File: src/rtl/rxto_pkg.sv
package rxto_pkg;

    localparam int DEF_FRAME_W       = 4;
    localparam int DEF_TICKS_PER_BIT = 16;
    localparam int DEF_CHAR_COUNT    = 4;

    // Decoded per-cycle control for the counter and flag.
    typedef struct packed {
        logic armed;    // FIFO mode on and data present
        logic restart;  // read or write this cycle
        logic clear;    // flag must drop this cycle
        logic tick;     // qualified baud tick
    } rxto_ctl_t;

    typedef enum logic [1:0] {
        RXTO_IDLE    = 2'd0,
        RXTO_COUNT   = 2'd1,
        RXTO_EXPIRED = 2'd2
    } rxto_state_e;

    function automatic int unsigned ceil_log2(input int unsigned v);
        int unsigned r;
        r = 0;
        while ((32'd1 << r) < v) r++;
        return r;
    endfunction

    function automatic bit is_pow2(input int unsigned v);
        return (v != 0) && ((v & (v - 1)) == 0);
    endfunction

endpackage

File: src/rtl/rxto_event_decode.sv
module rxto_event_decode
    import rxto_pkg::*;
(
    input  logic      fifo_mode,
    input  logic      fifo_nonempty,
    input  logic      wr_push,
    input  logic      rd_pop,
    input  logic      baud_tick,
    output rxto_ctl_t ctl
);

    always_comb begin
        ctl.armed   = fifo_mode & fifo_nonempty;
        ctl.restart = wr_push | rd_pop;
        ctl.clear   = rd_pop | ~(fifo_mode & fifo_nonempty);
        ctl.tick    = baud_tick & fifo_mode & fifo_nonempty & ~(wr_push | rd_pop);
    end

endmodule

File: src/rtl/rxto_window_calc.sv
module rxto_window_calc
    import rxto_pkg::*;
#(
    parameter int FRAME_W       = DEF_FRAME_W,
    parameter int TICKS_PER_BIT = DEF_TICKS_PER_BIT,
    parameter int CHAR_COUNT    = DEF_CHAR_COUNT,
    localparam int SCALE        = TICKS_PER_BIT * CHAR_COUNT,
    localparam int CNT_W        = FRAME_W + ceil_log2(SCALE) + 1
) (
    input  logic [FRAME_W-1:0] frame_bits,
    output logic [CNT_W-1:0]   window
);

    logic [FRAME_W-1:0] frame_eff;

    always_comb begin
        frame_eff = (frame_bits == '0) ? FRAME_W'(1) : frame_bits;
    end

    generate
        if (is_pow2(SCALE)) begin : g_shift
            localparam int SH = ceil_log2(SCALE);
            always_comb window = CNT_W'(frame_eff) << SH;
        end else begin : g_mult
            always_comb window = CNT_W'(frame_eff) * CNT_W'(SCALE);
        end
    endgenerate

endmodule

File: src/rtl/rxto_tick_counter.sv
module rxto_tick_counter
    import rxto_pkg::*;
#(
    parameter int CNT_W = 11
) (
    input  logic             clk,
    input  logic             rst,
    input  rxto_ctl_t        ctl,
    input  logic [CNT_W-1:0] window,
    output logic             expire,
    output logic [CNT_W-1:0] count
);

    logic [CNT_W:0] next_val;

    always_comb begin
        next_val = {1'b0, count} + 1'b1;
        expire   = ctl.tick && (next_val >= {1'b0, window});
    end

    always_ff @(posedge clk) begin
        if (rst || !ctl.armed || ctl.restart) begin
            count <= '0;
        end else if (ctl.tick) begin
            count <= expire ? window : next_val[CNT_W-1:0];
        end
    end

    AST_RESTART_ZEROES: assert property (@(posedge clk) disable iff (rst)
        (ctl.armed && ctl.restart) |=> (count == '0)) else $error("restart");
    AST_UNARMED_HOLDS: assert property (@(posedge clk) disable iff (rst)
        !ctl.armed |=> (count == '0)) else $error("unarmed");
    AST_COUNT_STEPS: assert property (@(posedge clk) disable iff (rst)
        (ctl.armed && !ctl.restart && !ctl.tick) |=> $stable(count)) else $error("step");

endmodule

File: src/rtl/rxto_detector.sv
module rxto_detector
    import rxto_pkg::*;
#(
    parameter int FRAME_W       = DEF_FRAME_W,
    parameter int TICKS_PER_BIT = DEF_TICKS_PER_BIT,
    parameter int CHAR_COUNT    = DEF_CHAR_COUNT
) (
    input  logic               clk,
    input  logic               rst,
    input  logic               fifo_mode,
    input  logic               fifo_nonempty,
    input  logic               wr_push,
    input  logic               rd_pop,
    input  logic               baud_tick,
    input  logic [FRAME_W-1:0] frame_bits,
    output logic               timeout_flag
);

    localparam int SCALE = TICKS_PER_BIT * CHAR_COUNT;
    localparam int CNT_W = FRAME_W + ceil_log2(SCALE) + 1;

    rxto_ctl_t        ctl;
    logic [CNT_W-1:0] window;
    logic [CNT_W-1:0] count;
    logic             expire;
    rxto_state_e      state;

    rxto_event_decode u_decode (
        .fifo_mode     (fifo_mode),
        .fifo_nonempty (fifo_nonempty),
        .wr_push       (wr_push),
        .rd_pop        (rd_pop),
        .baud_tick     (baud_tick),
        .ctl           (ctl)
    );

    rxto_window_calc #(
        .FRAME_W       (FRAME_W),
        .TICKS_PER_BIT (TICKS_PER_BIT),
        .CHAR_COUNT    (CHAR_COUNT)
    ) u_window (
        .frame_bits (frame_bits),
        .window     (window)
    );

    rxto_tick_counter #(
        .CNT_W (CNT_W)
    ) u_counter (
        .clk    (clk),
        .rst    (rst),
        .ctl    (ctl),
        .window (window),
        .expire (expire),
        .count  (count)
    );

    always_ff @(posedge clk) begin
        if (rst) begin
            state <= RXTO_IDLE;
        end else if (ctl.clear) begin
            state <= ctl.armed ? RXTO_COUNT : RXTO_IDLE;
        end else if (expire) begin
            state <= RXTO_EXPIRED;
        end else if (state == RXTO_IDLE) begin
            state <= RXTO_COUNT;
        end
    end

    assign timeout_flag = (state == RXTO_EXPIRED);

    AST_MODE_OFF_CLEARS: assert property (@(posedge clk) disable iff (rst)
        !fifo_mode |=> !timeout_flag) else $error("mode");
    AST_EMPTY_CLEARS: assert property (@(posedge clk) disable iff (rst)
        !fifo_nonempty |=> !timeout_flag) else $error("empty");
    AST_READ_CLEARS: assert property (@(posedge clk) disable iff (rst)
        rd_pop |=> !timeout_flag) else $error("read");
    AST_RISE_NEEDS_TICK: assert property (@(posedge clk) disable iff (rst)
        $rose(timeout_flag) |-> ($past(baud_tick) && !$past(wr_push))) else $error("rise");
    AST_FLAG_STICKY: assert property (@(posedge clk) disable iff (rst)
        (timeout_flag && fifo_mode && fifo_nonempty && !rd_pop) |=> timeout_flag) else $error("sticky");

endmodule

File: config.mk
export PLATFORM = sky130hd
export DESIGN_NAME = rxto_detector
export DESIGN_NICKNAME = d
export VERILOG_FILES = /design/src/rtl/rxto_pkg.sv /design/src/rtl/rxto_event_decode.sv /design/src/rtl/rxto_window_calc.sv /design/src/rtl/rxto_tick_counter.sv /design/src/rtl/rxto_detector.sv
export SDC_FILE = /design/constraint.sdc
export NUM_CORES = 1
export LEC_CHECK = 0
export ABC_CLOCK_PERIOD_IN_PS = 5100
export BUFFER_PORTS_ARGS = -buffer_cell sky130_fd_sc_hd__buf_2
export CORE_MARGIN = 2
export CORE_UTILIZATION = 60
export CTS_CLUSTER_SIZE = 30
export DETAILED_ROUTE_END_ITERATION = 7
export HOLD_SLACK_MARGIN = 0.08
export PLACE_DENSITY_LB_ADDON = 0.1
export REMOVE_ABC_BUFFERS = 1
export SLEW_MARGIN = 20
export SYNTH_ARGS = -nofsm -noshare
export SYNTH_HDL_FRONTEND = slang
export SYNTH_SLANG_ARGS = --single-unit
export TNS_END_PERCENT = 100
File: constraint.sdc
create_clock -name clk -period 5.1 [get_ports clk]
set_input_delay 1.02 -clock clk [delete_from_list [all_inputs] [get_ports clk]]
set_output_delay 1.02 -clock clk [all_outputs]
set_load 0.05 [all_outputs]
==> results.md <==
- Outcome: finished, final reports clean
- FMAX: 289 MHz
- Count of warnings emitted by yosys: 0
- GRT Overall Usage: 0.244
- Core area: 0.00149 sq mm
- Boundary Pins: 12
- Area Growth Syn to Fin: 6.76%
- Max Cap Violations: 0
- Buffer depth of the longest clock path: 2
- Vias in the first global route: 792
- Pin count of the biggest net entering global routing: 20
- Fin crit share: 0.679
- Port Buffers: 11
- R2r setup slk: 1.64 ns
- Hold endpoint: u_counter.count[10]
- Final Slew Violations: 0
- Via density: 6.46
- Sequential power share: 0.559
- Netlist cell types: 39
- RSZ-0062 raised after global routing: false
- Worst-Margin Slew: 1.04 ns
- Die Y: 43.7 microns
- Startpoint types: register
- Crit Path Class: register to register
- Detailed Routing Iterations Pass 1: 4
- Critical path startpoint: u_counter.count[0]
- Post-detailed-route wirelength per cell: 14.8 microns
- Fill count: 127
- Hold Crit Depth: 1
- Die width: 43.7 microns
- Setup_tns: 0 ns
- Clock-pin slew on the worst setup and hold paths: 0.08 ns
- Min Tclk post-route: 3.46 ns
- Endpoints failing hold: 0
- CTS Root Cell: clkbuf_4
- Initial Util: 0.634
- Vias: 930
- R2R Path End: u_counter.count[9]
- Global route overflow: 0
- Worst EP arrival: 3.66 ns
- Clock Sinks: 13
- Final setup viols: 0
- Clk pwr share: 0.359
- Syn Area/Cell: 7.94 sq um
- CTS Buf Count: 3
- Final instance area: 0.00101 sq mm
- #FFs+latches synth: 13
- Initial drt markers: 34
- Share of cells above drive strength 1: 0.164
- Met1 WL: 996 microns
- Worst hold-check path type: register to register
- # resized after CTS: 0
- Final core utilization: 0.677
- Slew headroom: 0.306
- DR top layer: met4
- Worst Path Max Fanout: 19
- Met3 Routed Length: 100 microns
- Switching Fraction: 0.241
- Critical Path Sink Type: register
- Global-route wire length before repair: 3420 microns
- Hold bufs inserted after CTS: 0
- R2R cell count: 11
- Maximum VDD drop: 0.000199 V
- Antenna violations before repair: 0
- Row cnt: 14
- Antenna cells: 0
- P_sw: 44.0 uW
- Pint: 138 uW
- Hold path start: u_counter.count[10]
- Residual DRC: 0
- Placer Congestion: 0.884
- CTS tree: done
- Placed cell areas: 982 sq um
- Die area: 0.00191 sq mm
- Gate power share: 0.083
- Final wirelength: 2140 microns
- Power density cells: 181 mW/mm^2
- Final Skew: 0.00458 ns
- Syn Inst Count: 119
- Post-route antenna net violation count: 0
- Register area share after synthesis: 0.275
- H-tree Lvls: 1
- Total leakage power: 0.000411 uW
- HPWL Detailed: 1480 microns
- Clock latency on the worst-skew pair: 0.28 ns
- Met2 WL: 994 microns
- Reg2reg start: u_counter.count[0]
- Mapped Area: 945 sq um
- Setup bufs post-CTS: 0
- CP required: 5.30 ns
- Fin nets: 145
-- sequential cells by signal, indices dropped and copies added, names as in the netlist --
name	cells
state	2
u_counter.count	11
-- cells in the mapped netlist, drive strengths merged --
cell / n / area, sq um
nor2b: 2 / 12.5
o211ai: 1 / 7.51
a22oi: 1 / 7.51
a31o: 1 / 8.76
o31ai: 2 / 15.0
a32oi: 1 / 8.76
o21ai: 1 / 5.00
nand4: 10 / 62.6
nor3: 7 / 35.0
nor4: 3 / 18.8
or2: 2 / 12.5
nand2: 9 / 33.8
dfxtp: 13 / 260
nand3: 14 / 75.1
xnor2: 4 / 35.0
and3: 4 / 25.0
nor3b: 1 / 7.51
nor2: 5 / 18.8
a2111oi: 2 / 36.3
mux2i: 2 / 20.0
ha: 5 / 62.6
and2: 1 / 6.26
nand2b: 1 / 6.26
or4: 2 / 15.0
o21a: 1 / 7.51
mux2: 1 / 15.0
a21oi: 4 / 20.0
inv: 7 / 26.3
buf: 4 / 33.8
clkbuf: 3 / 11.3
o22ai: 1 / 6.26
xor2: 1 / 8.76
nand3b: 1 / 7.51
or3: 1 / 6.26
a31oi: 1 / 6.26
-- metrics by stage --
step / total power, uW / setup WS, ns / hold slack, ns / cells
after floorplan: 112 / 2.12 / 0.474 / 112
after global placement: 118 / 1.83 / 0.483 / 140
after detailed placement: 119 / 1.72 / 0.487 / 140
after CTS: 182 / 1.68 / 0.502 / 144
after global routing: 186 / 1.33 / 0.526 / 144
final: 182 / 1.64 / 0.501 / 144
-- layer usage --
layer | track usage | vias up
li1 | - | 459
met1 | 0.330 | 431
met2 | 0.371 | 36
met3 | 0.0292 | 4
met4 | 0.145 | 0
met5 | 0 | -
-- power by group through the flow --
stage	clock (uW)	sequential [uW]	combinational [uW]
3_5_place_dp	0	104	14.8
4_1_cts	65.7	102	14.9
2_1_floorplan	0	104	8.08
3_3_place_gp	0	104	14.1
6_report	65.4	102	15.1
5_1_grt	67.4	102	16.6
-- cells by family after synthesis --
kind of cell,count (synthesis),share of synthesized area
mux,3,0.0371
compound gates,16,0.136
buf+inv,14,0.0755
fa+ha+maj,5,0.0662
xor+xnor,5,0.0464
simple gates,63,0.363
flops,13,0.275
-- layout by cell type, fill, tap and decap left out, drive strengths merged, types with 3 or more instances in the layout --
cell	n
nor4	3
nor2	5
inv	7
xnor2	4
a21oi	4
dfxtp	13
nand4	10
nand2	9
ha	5
nor3	7
clkbuf	4
nand3	14
and3	4
buf	12
-- how the worst max path moves through the flow --
stage | end | slack (ns) | cells after the start
final | u_counter.count[9] | 1.64 | 11
after global routing | u_counter.count[9] | 1.33 | 11
after CTS | u_counter.count[9] | 1.68 | 11
after detailed placement | u_counter.count[9] | 1.72 | 11
after global placement | u_counter.count[9] | 1.83 | 11
after floorplan | u_counter.count[6] | 2.12 | 11
-- layout make-up --
| class | count | area [sq um] | share of cell area |
|---|---|---|---|
| multi-input cells | 92 | 613 | 0.608 |
| flip-flops and latches | 13 | 260 | 0.258 |
| repair buffers | 12 | 62.6 | 0.0620 |
| clock buffers | 4 | 26.3 | 0.0261 |
| inverters | 7 | 26.3 | 0.0261 |
| well taps | 16 | 20.0 | 0.0199 |
-- worst max-delay path, cell delays in order, from the launching register on --
cell and delay [ns]:
dfxtp_1 0.45, ha_1 0.27, nand3_2 0.12, or2_2 0.36, nor2_1 0.12, xor2_1 0.21, ha_1 0.28, o21ai_1 0.09
nand2b_1 0.11, a2111oi_4 0.97, a21oi_1 0.19, o31ai_1 0.22
Note: power is estimated with default switching activity, not from simulation.
